## src/rtl/i2c10_pkg.sv

```systemverilog
package i2c10_pkg;

  localparam int BYTE_W    = 8;
  localparam int ADDR_HI_W = 2;
  localparam int MODE_W    = 2;

  localparam logic [4:0] TEN_BIT_MARK = 5'b11110;

  // status byte bit positions
  localparam int ST_MATCH_BIT = 0;
  localparam int ST_DIR_BIT   = 1;
  localparam int ST_FULL_BIT  = 2;
  localparam int ST_GCALL_BIT = 3;

  typedef enum logic [2:0] {
    PH_IDLE,
    PH_ADDR_HI,
    PH_ADDR_LO,
    PH_DATA,
    PH_SKIP
  } phase_e;

  function automatic logic mode_answers(input logic [MODE_W-1:0] mode);
    return (mode == 2'b01) || (mode == 2'b11);
  endfunction

  function automatic logic hi_byte_ok(input logic [BYTE_W-1:0] b,
                                      input logic [ADDR_HI_W-1:0] hi);
    return (b[7:3] == TEN_BIT_MARK) && (b[2:1] == hi) && !b[0];
  endfunction

  function automatic logic lo_byte_ok(input logic [BYTE_W-1:0] b,
                                      input logic [BYTE_W-1:0] lo);
    return b == lo;
  endfunction

  function automatic logic gcall_ok(input logic [BYTE_W-1:0] b);
    return b == '0;
  endfunction

endpackage

```

## src/rtl/i2c10_line_sync.sv

```systemverilog
module i2c10_line_sync #(
  parameter int STAGES = 2
) (
  input  logic clk,
  input  logic rst_n,
  input  logic scl_i,
  input  logic sda_i,
  output logic scl_s,
  output logic sda_s,
  output logic scl_rise,
  output logic scl_fall,
  output logic start_evt,
  output logic stop_evt
);

  logic [STAGES-1:0] scl_chain, sda_chain;
  logic scl_prev, sda_prev;

  generate
    if (STAGES == 1) begin : g_single
      always_ff @(posedge clk or negedge rst_n) begin
        if (!rst_n) begin
          scl_chain <= '1;
          sda_chain <= '1;
        end else begin
          scl_chain <= scl_i;
          sda_chain <= sda_i;
        end
      end
    end else begin : g_multi
      always_ff @(posedge clk or negedge rst_n) begin
        if (!rst_n) begin
          scl_chain <= '1;
          sda_chain <= '1;
        end else begin
          scl_chain <= {scl_chain[STAGES-2:0], scl_i};
          sda_chain <= {sda_chain[STAGES-2:0], sda_i};
        end
      end
    end
  endgenerate

  always_ff @(posedge clk or negedge rst_n) begin
    if (!rst_n) begin
      scl_prev <= 1'b1;
      sda_prev <= 1'b1;
    end else begin
      scl_prev <= scl_s;
      sda_prev <= sda_s;
    end
  end

  assign scl_s     = scl_chain[STAGES-1];
  assign sda_s     = sda_chain[STAGES-1];
  assign scl_rise  = scl_s && !scl_prev;
  assign scl_fall  = !scl_s && scl_prev;
  assign start_evt = scl_s && scl_prev && sda_prev && !sda_s;
  assign stop_evt  = scl_s && scl_prev && !sda_prev && sda_s;


  edge_excl_chk: assert property (@(posedge clk) disable iff (!rst_n)
    $onehot0({start_evt, stop_evt, scl_rise, scl_fall}));

endmodule

```

## src/rtl/i2c10_rx_fsm.sv

```systemverilog
module i2c10_rx_fsm
  import i2c10_pkg::*;
(
  input  logic                 clk,
  input  logic                 rst_n,
  input  logic                 scl_s,
  input  logic                 sda_s,
  input  logic                 scl_rise,
  input  logic                 scl_fall,
  input  logic                 start_evt,
  input  logic                 stop_evt,
  input  logic [MODE_W-1:0]    cfg_mode,
  input  logic [ADDR_HI_W-1:0] cfg_addr_hi,
  input  logic [BYTE_W-1:0]    cfg_addr_lo,
  input  logic                 cfg_gcall_en,
  input  logic                 cfg_irq_en,
  input  logic                 cfg_nak,
  output logic                 sda_low,
  output logic                 match_evt,
  output logic                 gcall_evt,
  output logic                 data_evt,
  output logic [BYTE_W-1:0]    rx_byte
);

  localparam int CNT_W = $clog2(BYTE_W + 1);

  phase_e            phase_q, phase_d;
  logic [BYTE_W-1:0] shreg_q;
  logic [CNT_W-1:0]  cnt_q;
  logic              ack_slot_q, drive_q;
  logic              receiving, byte_end, enabled, accept;
  logic              match_hit, gcall_hit, data_hit;

  assign receiving = (phase_q == PH_ADDR_HI) || (phase_q == PH_ADDR_LO) ||
                     (phase_q == PH_DATA);
  assign byte_end  = scl_fall && receiving && !ack_slot_q &&
                     (cnt_q == CNT_W'(BYTE_W));
  assign enabled   = cfg_irq_en && mode_answers(cfg_mode);

  always_comb begin
    accept    = 1'b0;
    phase_d   = PH_SKIP;
    match_hit = 1'b0;
    gcall_hit = 1'b0;
    data_hit  = 1'b0;
    case (phase_q)
      PH_ADDR_HI: begin
        if (enabled && hi_byte_ok(shreg_q, cfg_addr_hi)) begin
          accept  = 1'b1;
          phase_d = PH_ADDR_LO;
        end else if (enabled && cfg_gcall_en && gcall_ok(shreg_q)) begin
          accept    = 1'b1;
          phase_d   = PH_DATA;
          match_hit = 1'b1;
          gcall_hit = 1'b1;
        end
      end
      PH_ADDR_LO: begin
        if (enabled && lo_byte_ok(shreg_q, cfg_addr_lo)) begin
          accept    = 1'b1;
          phase_d   = PH_DATA;
          match_hit = 1'b1;
        end
      end
      PH_DATA: begin
        accept   = !cfg_nak;
        phase_d  = PH_DATA;
        data_hit = 1'b1;
      end
      default: ;
    endcase
  end

  always_ff @(posedge clk or negedge rst_n) begin
    if (!rst_n) begin
      phase_q    <= PH_IDLE;
      shreg_q    <= '0;
      cnt_q      <= '0;
      ack_slot_q <= 1'b0;
      drive_q    <= 1'b0;
    end else if (stop_evt) begin
      phase_q    <= PH_IDLE;
      cnt_q      <= '0;
      ack_slot_q <= 1'b0;
      drive_q    <= 1'b0;
    end else if (start_evt) begin
      phase_q    <= PH_ADDR_HI;
      cnt_q      <= '0;
      ack_slot_q <= 1'b0;
      drive_q    <= 1'b0;
    end else if (scl_rise && receiving && !ack_slot_q) begin
      shreg_q <= {shreg_q[BYTE_W-2:0], sda_s};
      cnt_q   <= cnt_q + 1'b1;
    end else if (scl_fall && ack_slot_q) begin
      ack_slot_q <= 1'b0;
      drive_q    <= 1'b0;
    end else if (byte_end) begin
      cnt_q      <= '0;
      phase_q    <= phase_d;
      drive_q    <= accept;
      ack_slot_q <= (phase_d != PH_SKIP);
    end
  end

  assign sda_low   = drive_q;
  assign match_evt = byte_end && match_hit;
  assign gcall_evt = byte_end && gcall_hit;
  assign data_evt  = byte_end && data_hit;
  assign rx_byte   = shreg_q;


  drive_hold_chk: assert property (@(posedge clk) disable iff (!rst_n)
    (scl_s && $past(scl_s)) |-> $stable(sda_low));


  mark_reject_chk: assert property (@(posedge clk) disable iff (!rst_n)
    (byte_end && phase_q == PH_ADDR_HI && shreg_q[7:3] != TEN_BIT_MARK &&
     !(cfg_gcall_en && shreg_q == '0)) |=> !sda_low);


  match_ack_chk: assert property (@(posedge clk) disable iff (!rst_n)
    match_evt |=> sda_low);


  data_nak_chk: assert property (@(posedge clk) disable iff (!rst_n)
    (data_evt && cfg_nak) |=> !sda_low);


  data_ack_chk: assert property (@(posedge clk) disable iff (!rst_n)
    (data_evt && !cfg_nak) |=> sda_low);


  skip_quiet_chk: assert property (@(posedge clk) disable iff (!rst_n)
    (phase_q == PH_SKIP) |-> !sda_low);

endmodule

```

## src/rtl/i2c10_host_regs.sv

```systemverilog
module i2c10_host_regs
  import i2c10_pkg::*;
(
  input  logic              clk,
  input  logic              rst_n,
  input  logic              match_evt,
  input  logic              gcall_evt,
  input  logic              data_evt,
  input  logic [BYTE_W-1:0] rx_byte,
  input  logic              cfg_irq_en,
  input  logic              host_rd_en,
  input  logic              host_rd_sel,
  output logic [BYTE_W-1:0] host_rd_data,
  output logic              irq
);

  logic              match_q, dir_q, full_q, gcall_q;
  logic [BYTE_W-1:0] data_q;
  logic              rd_status, rd_data;
  logic [BYTE_W-1:0] status_byte;

  assign rd_status = host_rd_en && !host_rd_sel;
  assign rd_data   = host_rd_en && host_rd_sel;

  always_ff @(posedge clk or negedge rst_n) begin
    if (!rst_n) begin
      match_q <= 1'b0;
      dir_q   <= 1'b0;
      gcall_q <= 1'b0;
    end else if (match_evt) begin
      match_q <= 1'b1;
      dir_q   <= 1'b0;
      gcall_q <= gcall_evt;
    end else if (rd_status) begin
      match_q <= 1'b0;
    end
  end

  always_ff @(posedge clk or negedge rst_n) begin
    if (!rst_n) begin
      full_q <= 1'b0;
      data_q <= '0;
    end else if (data_evt) begin
      full_q <= 1'b1;
      data_q <= rx_byte;
    end else if (rd_data) begin
      full_q <= 1'b0;
    end
  end

  always_comb begin
    status_byte               = '0;
    status_byte[ST_MATCH_BIT] = match_q;
    status_byte[ST_DIR_BIT]   = dir_q;
    status_byte[ST_FULL_BIT]  = full_q;
    status_byte[ST_GCALL_BIT] = gcall_q;
  end

  assign host_rd_data = host_rd_sel ? data_q : status_byte;
  assign irq          = cfg_irq_en && (match_q || full_q);


  match_clear_chk: assert property (@(posedge clk) disable iff (!rst_n)
    (rd_status && !match_evt) |=> !match_q);


  full_clear_chk: assert property (@(posedge clk) disable iff (!rst_n)
    (rd_data && !data_evt) |=> !full_q);


  dir_write_chk: assert property (@(posedge clk) disable iff (!rst_n)
    match_evt |=> (match_q && !dir_q));

endmodule

```

## src/rtl/i2c10_slave_rx.sv

```systemverilog
module i2c10_slave_rx
  import i2c10_pkg::*;
#(
  parameter int SYNC_STAGES = 2
) (
  input  logic                 clk,
  input  logic                 rst_n,
  input  logic                 scl_i,
  input  logic                 sda_i,
  output logic                 sda_drive_low,
  input  logic [MODE_W-1:0]    cfg_mode,
  input  logic [ADDR_HI_W-1:0] cfg_addr_hi,
  input  logic [BYTE_W-1:0]    cfg_addr_lo,
  input  logic                 cfg_gcall_en,
  input  logic                 cfg_irq_en,
  input  logic                 cfg_nak,
  input  logic                 host_rd_en,
  input  logic                 host_rd_sel,
  output logic [BYTE_W-1:0]    host_rd_data,
  output logic                 irq
);

  logic scl_s, sda_s, scl_rise, scl_fall, start_evt, stop_evt;
  logic match_evt, gcall_evt, data_evt;
  logic [BYTE_W-1:0] rx_byte;

  i2c10_line_sync #(.STAGES(SYNC_STAGES)) u_sync (
    .clk       (clk),
    .rst_n     (rst_n),
    .scl_i     (scl_i),
    .sda_i     (sda_i),
    .scl_s     (scl_s),
    .sda_s     (sda_s),
    .scl_rise  (scl_rise),
    .scl_fall  (scl_fall),
    .start_evt (start_evt),
    .stop_evt  (stop_evt)
  );

  i2c10_rx_fsm u_fsm (
    .clk          (clk),
    .rst_n        (rst_n),
    .scl_s        (scl_s),
    .sda_s        (sda_s),
    .scl_rise     (scl_rise),
    .scl_fall     (scl_fall),
    .start_evt    (start_evt),
    .stop_evt     (stop_evt),
    .cfg_mode     (cfg_mode),
    .cfg_addr_hi  (cfg_addr_hi),
    .cfg_addr_lo  (cfg_addr_lo),
    .cfg_gcall_en (cfg_gcall_en),
    .cfg_irq_en   (cfg_irq_en),
    .cfg_nak      (cfg_nak),
    .sda_low      (sda_drive_low),
    .match_evt    (match_evt),
    .gcall_evt    (gcall_evt),
    .data_evt     (data_evt),
    .rx_byte      (rx_byte)
  );

  i2c10_host_regs u_regs (
    .clk          (clk),
    .rst_n        (rst_n),
    .match_evt    (match_evt),
    .gcall_evt    (gcall_evt),
    .data_evt     (data_evt),
    .rx_byte      (rx_byte),
    .cfg_irq_en   (cfg_irq_en),
    .host_rd_en   (host_rd_en),
    .host_rd_sel  (host_rd_sel),
    .host_rd_data (host_rd_data),
    .irq          (irq)
  );


  irq_gate_chk: assert property (@(posedge clk) disable iff (!rst_n)
    !cfg_irq_en |-> !irq);

endmodule

```

## config.mk

```make
export PLATFORM = sky130hd
export DESIGN_NAME = i2c10_slave_rx
export DESIGN_NICKNAME = d
export VERILOG_FILES = /design/src/rtl/i2c10_pkg.sv /design/src/rtl/i2c10_line_sync.sv /design/src/rtl/i2c10_rx_fsm.sv /design/src/rtl/i2c10_host_regs.sv /design/src/rtl/i2c10_slave_rx.sv
export SDC_FILE = /design/constraint.sdc
export NUM_CORES = 1
export LEC_CHECK = 0
export BUFFER_PORTS_ARGS = -buffer_cell sky130_fd_sc_hd__buf_2
export CORE_ASPECT_RATIO = 1.4
export CORE_MARGIN = 2
export CORE_UTILIZATION = 57
export CTS_BUF_LIST = sky130_fd_sc_hd__clkbuf_4
export DETAILED_ROUTE_END_ITERATION = 8
export PLACE_DENSITY = 0.82
export SETUP_SLACK_MARGIN = 0.3
export SLEW_MARGIN = 40
export SYNTH_ARGS = -nofsm -noshare
export SYNTH_HDL_FRONTEND = slang
export SYNTH_SLANG_ARGS = --single-unit
```

## constraint.sdc

```tcl
create_clock -name clk -period 2.5 [get_ports clk]
set_clock_uncertainty 0.2 [all_clocks]
set_input_delay 0.25 -clock clk [delete_from_list [all_inputs] [get_ports clk]]
set_output_delay 0.25 -clock clk [all_outputs]
set_load 0.005 [all_outputs]
```

==> run_results.csv, run 1 <==
group,metric,value,unit
clocking,cts_buffer_depth,2,
sta,hold_viol_final,0,
die,dieHeight,67.5,um
detailed_routing,num_vias,1225,
power_and_ir_drop,peakVddDrop,0.495,mV
logic_synthesis,yosysSeqAreaShare,52.3,%
worst_setup_path,slowest_delay,560,ps
global_route,grt_max_degree,35,
cells_and_area,final_area,1940,um2
worst_setup_path,crit_chain,"or4b_1 -> nor4_2 -> o21ai_0 -> a31oi_1 -> a31o_2",
clocking,cts.htree.levels,2,
detailed_routing,post-route-drc-count,0,
placed_design,hpwl,2500,um
clocking,cts_sinks,34,
clocking,cts_tree,"done",
outcome,outcome,"finished clean",
clocking,postCtsSetupRepairBufs,0,
detailed_routing,firstDrtPassIters,4,
logic_synthesis,ys_types,37,
sta,fin_tns_setup,0,ps
placed_design,post_dp_cell_area,1820,um2
die,ios,31,
worst_setup_path,r2r_cells,5,
clocking,numCtsBuffers,5,
worst_hold_path,hp-class,"input port to flop",
die,dieArea,3330,um2
worst_setup_path,cp-start-kind,"flop",
die,core,2790,um2
worst_setup_path,rr_startpoint,"u_fsm.rx_byte[5]$_DFFE_PN0P_",
clocking,clockRootBuffer,"clkbuf_4",
worst_setup_path,path_max_fanout,6,
worst_setup_path,cp-endpoint,"u_fsm.ack_slot_q$_DFFE_PN0P_",
cells_and_area,fin_cells,219,
clocking,insertion_delay,340,ps
logic_synthesis,synth_nets,167,
worst_setup_path,critical_path_buf_inv_count,0,
worst_setup_path,r2r_slack,430,ps
logic_synthesis,ys_ff_latch,34,
sta,min_period,2070,ps
cells_and_area,antennaDiodeCount,0,
run,cap_violations,0,
detailed_routing,wl_per_cell,15.2,um
power_and_ir_drop,power_density,552,nW/um2
cells_and_area,area_growth,18.1,%
cells_and_area,drive_above_1_share,37.4,%
logic_synthesis,syn_area_per_cell,11.4,um2
logic_synthesis,syn_area,1640,um2
worst_setup_path,cp-startpoint,"u_fsm.rx_byte[5]$_DFFE_PN0P_",
sta,setup_viol,0,
sta,finalCritPeriodShare,82.9,%
sta,rsz0062_at_grt,"true",
worst_setup_path,timing.rr.end,"u_fsm.ack_slot_q$_DFFE_PN0P_",
sta,tightest_slew,418,ps
detailed_routing,drt_iter0_drc,29,
worst_setup_path,worstPathArrival,2160,ps
placed_design,port_buffers,29,
sta,drv_slew,0,
detailed_routing,final_antenna_net_count,0,
power_and_ir_drop,leakagePower,0.984,nW
sta,fmax,482,MHz
die,fp-row-count,23,
global_route,grt_usage,22.9,%
placed_design,place_congestion,0.872,
die,initial_utilization,58.8,%
worst_setup_path,end_kind,"flop",
die,dieWidth,49.4,um
worst_setup_path,critPathKind,"flop to flop",
clocking,clk_pin_slew,100,ps
worst_setup_path,critPathTopFamily,"simple AND/OR/NAND/NOR gates",
worst_setup_path,crit_required,2580,ps
worst_setup_path,crit_path_top_delay_cell,"or4b_1",
sta,relSlewSlack,72.1,%
logic_synthesis,syn_inst,144,
logic_synthesis,yosysWarnings,0,
detailed_routing,wirelength,3340,um
global_route,first_global_vias,1308,
detailed_routing,vias_per_cell,5.59,
cells_and_area,nets,204,
cells_and_area,layout_common_cells,"28 x buf_2, 28 x dfrtp_1, 19 x mux2_2",
global_route,grt_overflow,0,
global_route,antenna_found_initial,0,
worst_setup_path,path_depth,5,
global_route,grt_first_pass_wirelength,5580,um
placed_design,numPlacedInstances,207,
worst min path at each step:
stage,start,end,slack (ps),cells past startpoint
floorplan,rst_n,u_fsm.ack_slot_q$_DFFE_PN0P_,-250,0
global placement,rst_n,u_regs.data_q[0]$_DFFE_PN0P_,140,1
detailed placement,rst_n,u_regs.data_q[0]$_DFFE_PN0P_,150,1
CTS,cfg_nak,u_fsm.sda_low$_DFFE_PN0P_,50,3
global route,cfg_nak,u_fsm.sda_low$_DFFE_PN0P_,50,3
finish,cfg_nak,u_fsm.sda_low$_DFFE_PN0P_,50,3
through the flow:
stage               hold slack (ps)  utilization, %  total power [mW]  setup WS [ps]
floorplan                      -246               -             0.712            557
global placement                142            65.3             0.763            398
detailed placement              147            65.3             0.774            378
CTS                            46.7            68.7              1.07            346
global route                   51.1            69.4              1.13            268
finish                         52.2            69.4              1.07            426
registers in the layout (all words and copies together), names as in the netlist, 2 cells and up:
signal	cells
u_fsm.phase_q	3
u_fsm.rx_byte	8
u_fsm.cnt_q	4
u_sync.scl_chain	2
u_regs.data_q	8
u_sync.sda_chain	2
synthesized netlist by cell type, drive strengths merged:
library cell	count	area, um2
nand2	8	30.0
o221ai	1	8.76
inv	6	22.5
nor3	2	10.0
ha	2	25.0
or2	2	12.5
nand4	1	6.26
xnor2	1	8.76
or4	1	7.51
a21o	2	15.0
mux2	19	214
nand3	8	40.0
dfrtp	28	701
nor2b	1	6.26
dfstp	6	158
buf	2	10.0
a41oi	1	8.76
nand2b	3	18.8
or3	2	12.5
o21bai	1	7.51
clkbuf	2	7.51
nor2	3	11.3
o2111ai	1	8.76
nor3b	1	7.51
o21a	1	7.51
a31oi	1	6.26
a21oi	3	15.0
a31o	1	8.76
nand3b	1	7.51
o21ai	8	40.0
or4b	2	20.0
a32o	1	10.0
o211a	1	10.0
and2	6	37.5
xor2	11	96.3
nor4	4	25.0
tightest hold or removal path: stages:
cell and delay, ps:
buf_2 80, o211a_1 140, o21ai_0 70
kinds of logic after synthesis:
group | Yosys count | synth area share [%]
AO/OA/AOI/OAI | 22 | 8.92
XOR/XNOR | 12 | 6.40
adder cells (fa/ha/maj) | 2 | 1.52
buffers and inverters | 10 | 2.44
flip-flops | 34 | 52.3
multiplexers | 19 | 13.0
AND/OR/NAND/NOR | 45 | 15.4
routing by layer:
metal	track usage, %	vias up	part of all wire, %
met2	41.0	33	54
met1	23.7	595	39
met3	6.64	11	4.0
met5	0	-	0
met4	13.9	0	3.1
li1	-	586	-
cell type report:
| type | count | area, um2 |
|---|---|---|
| repair buffers | 34 | 195 |
| flip-flops and latches | 34 | 858 |
| clock buffers | 6 | 45.0 |
| clock inverters | 2 | 8.76 |
| multi-input cells | 100 | 762 |
| well taps | 37 | 46.3 |
| inverters | 6 | 22.5 |
| fillers | 206 | 853 |
timing repair:
action,in CTS,in global routing
endpoints found under the setup margin,0,14
resized for setup,0,4
hold endpoints to repair,32,0
hold buffers,4,0
report_power, final:
group          switching (mW)  leakage, nW  internal (mW)  total [mW]
logic                  0.0631        0.501         0.0691       0.132
clock network           0.180       0.0331          0.116       0.297
registers              0.0546        0.450          0.587       0.642
total                   0.298        0.984          0.773        1.07
No activity file was read; power rests on OpenSTA's default activity.
==> run 2: changes to the inputs <==
==> constraint.sdc (replaced) <==
create_clock -name clk -period 2.1 [get_ports clk]
set_clock_uncertainty 0.2 [all_clocks]
set_input_delay 0.21 -clock clk [delete_from_list [all_inputs] [get_ports clk]]
set_output_delay 0.21 -clock clk [all_outputs]
set_load 0.005 [all_outputs]
==> run 2 against run 1 <==
First-iteration DRC count decreased by 3.4%. Design area increased by 17%. Die area unchanged. Clock-buffer cell count unchanged. Critical path depth unchanged. Critical path type unchanged. Highest routed layer unchanged.
==> run_results.csv, run 2 (same netlist as run 1, synthesis figures left out) <==
group,metric,value,unit
die,fp-row-count,23,
clocking,cts_tree,"done",
die,dieHeight,67.5,um
sta,relSlewSlack,72.7,%
clocking,numCtsBuffers,5,
worst_setup_path,cp-start-kind,"flop",
global_route,antenna_found_initial,0,
worst_hold_path,hp-class,"input port to flop",
worst_setup_path,critPathTopFamily,"simple AND/OR/NAND/NOR gates",
cells_and_area,nets,225,
detailed_routing,final_antenna_net_count,0,
worst_setup_path,crit_chain,"or2_4 -> or3_1 -> o221ai_1 -> nand3_1 -> a32o_1",
worst_setup_path,r2r_cells,5,
sta,rsz0062_at_grt,"true",
worst_setup_path,crit_path_top_delay_cell,"dfrtp_1",
die,dieArea,3330,um2
detailed_routing,firstDrtPassIters,4,
die,ios,31,
cells_and_area,fin_cells,240,
worst_setup_path,worstPathArrival,2000,ps
cells_and_area,multiInputGateArea,897,um2
worst_setup_path,end_kind,"flop",
placed_design,port_buffers,29,
cells_and_area,final_common_cell,"buf_2",
cells_and_area,area_growth,38.1,%
cells_and_area,drive_above_1_share,54.7,%
worst_hold_path,min_to,"u_regs.full_q$_DFFE_PN0P_",
worst_setup_path,r2r_slack,120,ps
cells_and_area,finish.utilization,81.2,%
detailed_routing,wirelength,4080,um
die,initial_utilization,58.8,%
die,dieWidth,49.4,um
worst_setup_path,path_max_fanout,4,
detailed_routing,wl_per_cell,17.0,um
placed_design,numPlacedInstances,215,
sta,finalCritPeriodShare,94.2,%
cells_and_area,nFillCells,165,
cells_and_area,antennaDiodeCount,0,
cells_and_area,seqCellArea,860,um2
global_route,grt_max_degree,35,
die,core,2790,um2
sta,tightest_slew,409,ps
sta,drv_slew,0,
worst_setup_path,critical_path_buf_inv_count,0,
worst_hold_path,hold_start,"host_rd_sel",
worst_setup_path,slowest_delay,420,ps
power_and_ir_drop,peakVddDrop,0.587,mV
placed_design,place_congestion,0.867,
clocking,clockRootBuffer,"clkbuf_4",
clocking,insertion_delay,340,ps
worst_setup_path,critPathKind,"flop to flop",
clocking,cts.htree.levels,2,
detailed_routing,drt_iter0_drc,28,
clocking,clk_pin_slew,100,ps
run,cap_violations,0,
clocking,cts_sinks,34,
cells_and_area,layout_common_cells,"28 x buf_2, 27 x dfrtp_1, 19 x mux2_2",
global_route,grt_first_pass_wirelength,6100,um
worst_setup_path,crit_required,2120,ps
sta,min_period,1980,ps
global_route,first_global_vias,1322,
worst_hold_path,holdPathStages,4,
power_and_ir_drop,power_density,651,nW/um2
placed_design,hpwl,2500,um
sta,setup_viol,0,
global_route,grt_usage,25.6,%
detailed_routing,num_vias,1364,
worst_setup_path,rr_startpoint,"u_fsm.ack_slot_q$_DFFE_PN0P_",
detailed_routing,post-route-drc-count,0,
sta,fmax,506,MHz
sta,hold_viol_final,0,
power_and_ir_drop,leakagePower,1.12,nW
clocking,cts_buffer_depth,2,
global_route,grt_overflow,0,
sta,fin_tns_setup,0,ps
worst_setup_path,timing.rr.end,"u_fsm.phase_q[0]$_DFFE_PN0P_",
detailed_routing,vias_per_cell,5.68,
outcome,outcome,"finished clean",
-- run 2: cell count changes in the layout (fill, tap and decap cells not counted), moves of 2 or more --
cell and change:
a21oi_1 -2, a21oi_2 +2, buf_4 +15, buf_6 +4, nand3_1 -2, nand3_2 +2
nor4_1 -3, nor4_2 +2, o21ai_0 -8, o21ai_1 +6, o21ai_2 +2
-- run 2: report_power, final --
| group | internal [mW] | switching, mW | total (mW) | leakage [nW] |
|---|---|---|---|---|
| Combinational | 0.127 | 0.117 | 0.244 | 0.631 |
| Clock | 0.261 | 0.212 | 0.473 | 0.0433 |
| Sequential | 0.701 | 0.0592 | 0.760 | 0.448 |
-- run 2: how the worst max path moves through the flow --
stage	slack [ps]	from	end	cells past startpoint
2_1_floorplan	210	u_sync.scl_prev$_DFF_PN1_	u_fsm.phase_q[1]$_DFFE_PN0P_	5
3_3_place_gp	110	u_fsm.cnt_q[0]$_DFFE_PN0P_	u_fsm.ack_slot_q$_DFFE_PN0P_	6
3_5_place_dp	50	u_fsm.cnt_q[0]$_DFFE_PN0P_	u_fsm.ack_slot_q$_DFFE_PN0P_	6
4_1_cts	190	u_fsm.phase_q[2]$_DFFE_PN0P_	u_fsm.cnt_q[0]$_DFFE_PN0P_	6
5_1_grt	70	u_fsm.ack_slot_q$_DFFE_PN0P_	u_fsm.phase_q[0]$_DFFE_PN0P_	5
6_report	120	u_fsm.ack_slot_q$_DFFE_PN0P_	u_fsm.phase_q[0]$_DFFE_PN0P_	5
-- run 2: stage by stage --
stage	hold WS [ps]	area (um2)	power (mW)	setup WS (ps)
2_1_floorplan	-286	1680	0.858	209
3_3_place_gp	96.7	1900	0.927	115
3_5_place_dp	99.3	1900	0.940	50.2
4_1_cts	21.3	2170	1.45	192
5_1_grt	75.3	2270	1.54	73.8
6_report	30.0	2270	1.48	123
-- run 2: worst min-delay path: cells and delay by family --
family / cells / cell delay [ps]
buffers and inverters: 1 / 150
and+or+nand+nor: 3 / 170
-- run 2: area by class of cell --
| cell class | instances | share of cell area [%] |
|---|---|---|
| Tap cell | 37 | 2.04 |
| Sequential cell | 34 | 37.9 |
| Timing Repair Buffer | 54 | 16.0 |
| Inverter | 6 | 0.993 |
| Multi-Input combinational cell | 101 | 39.6 |
| Clock buffer | 6 | 1.99 |
| Clock inverter | 2 | 1.49 |
-- run 2: per-layer routing --
metal | part of all wire [%] | wire length, um | vias to the layer above | global-route usage [%]
met5 | 0 | 0 | - | 0
met4 | 3.2 | 132 | 0 | 16.4
met3 | 5.6 | 228 | 16 | 6.19
met2 | 55 | 2240 | 61 | 46.8
met1 | 36 | 1480 | 657 | 26.1
li1 | - | - | 630 | -
-- run 2: timing repair --
item	4_1_cts	5_1_grt
endpoints found under the setup margin	27	27
setup buffers	7	4
pin swaps	5	10
gates resized for setup	17	19
hold buffers	5	0
cloned	1	0
endpoints found under the hold margin	33	0
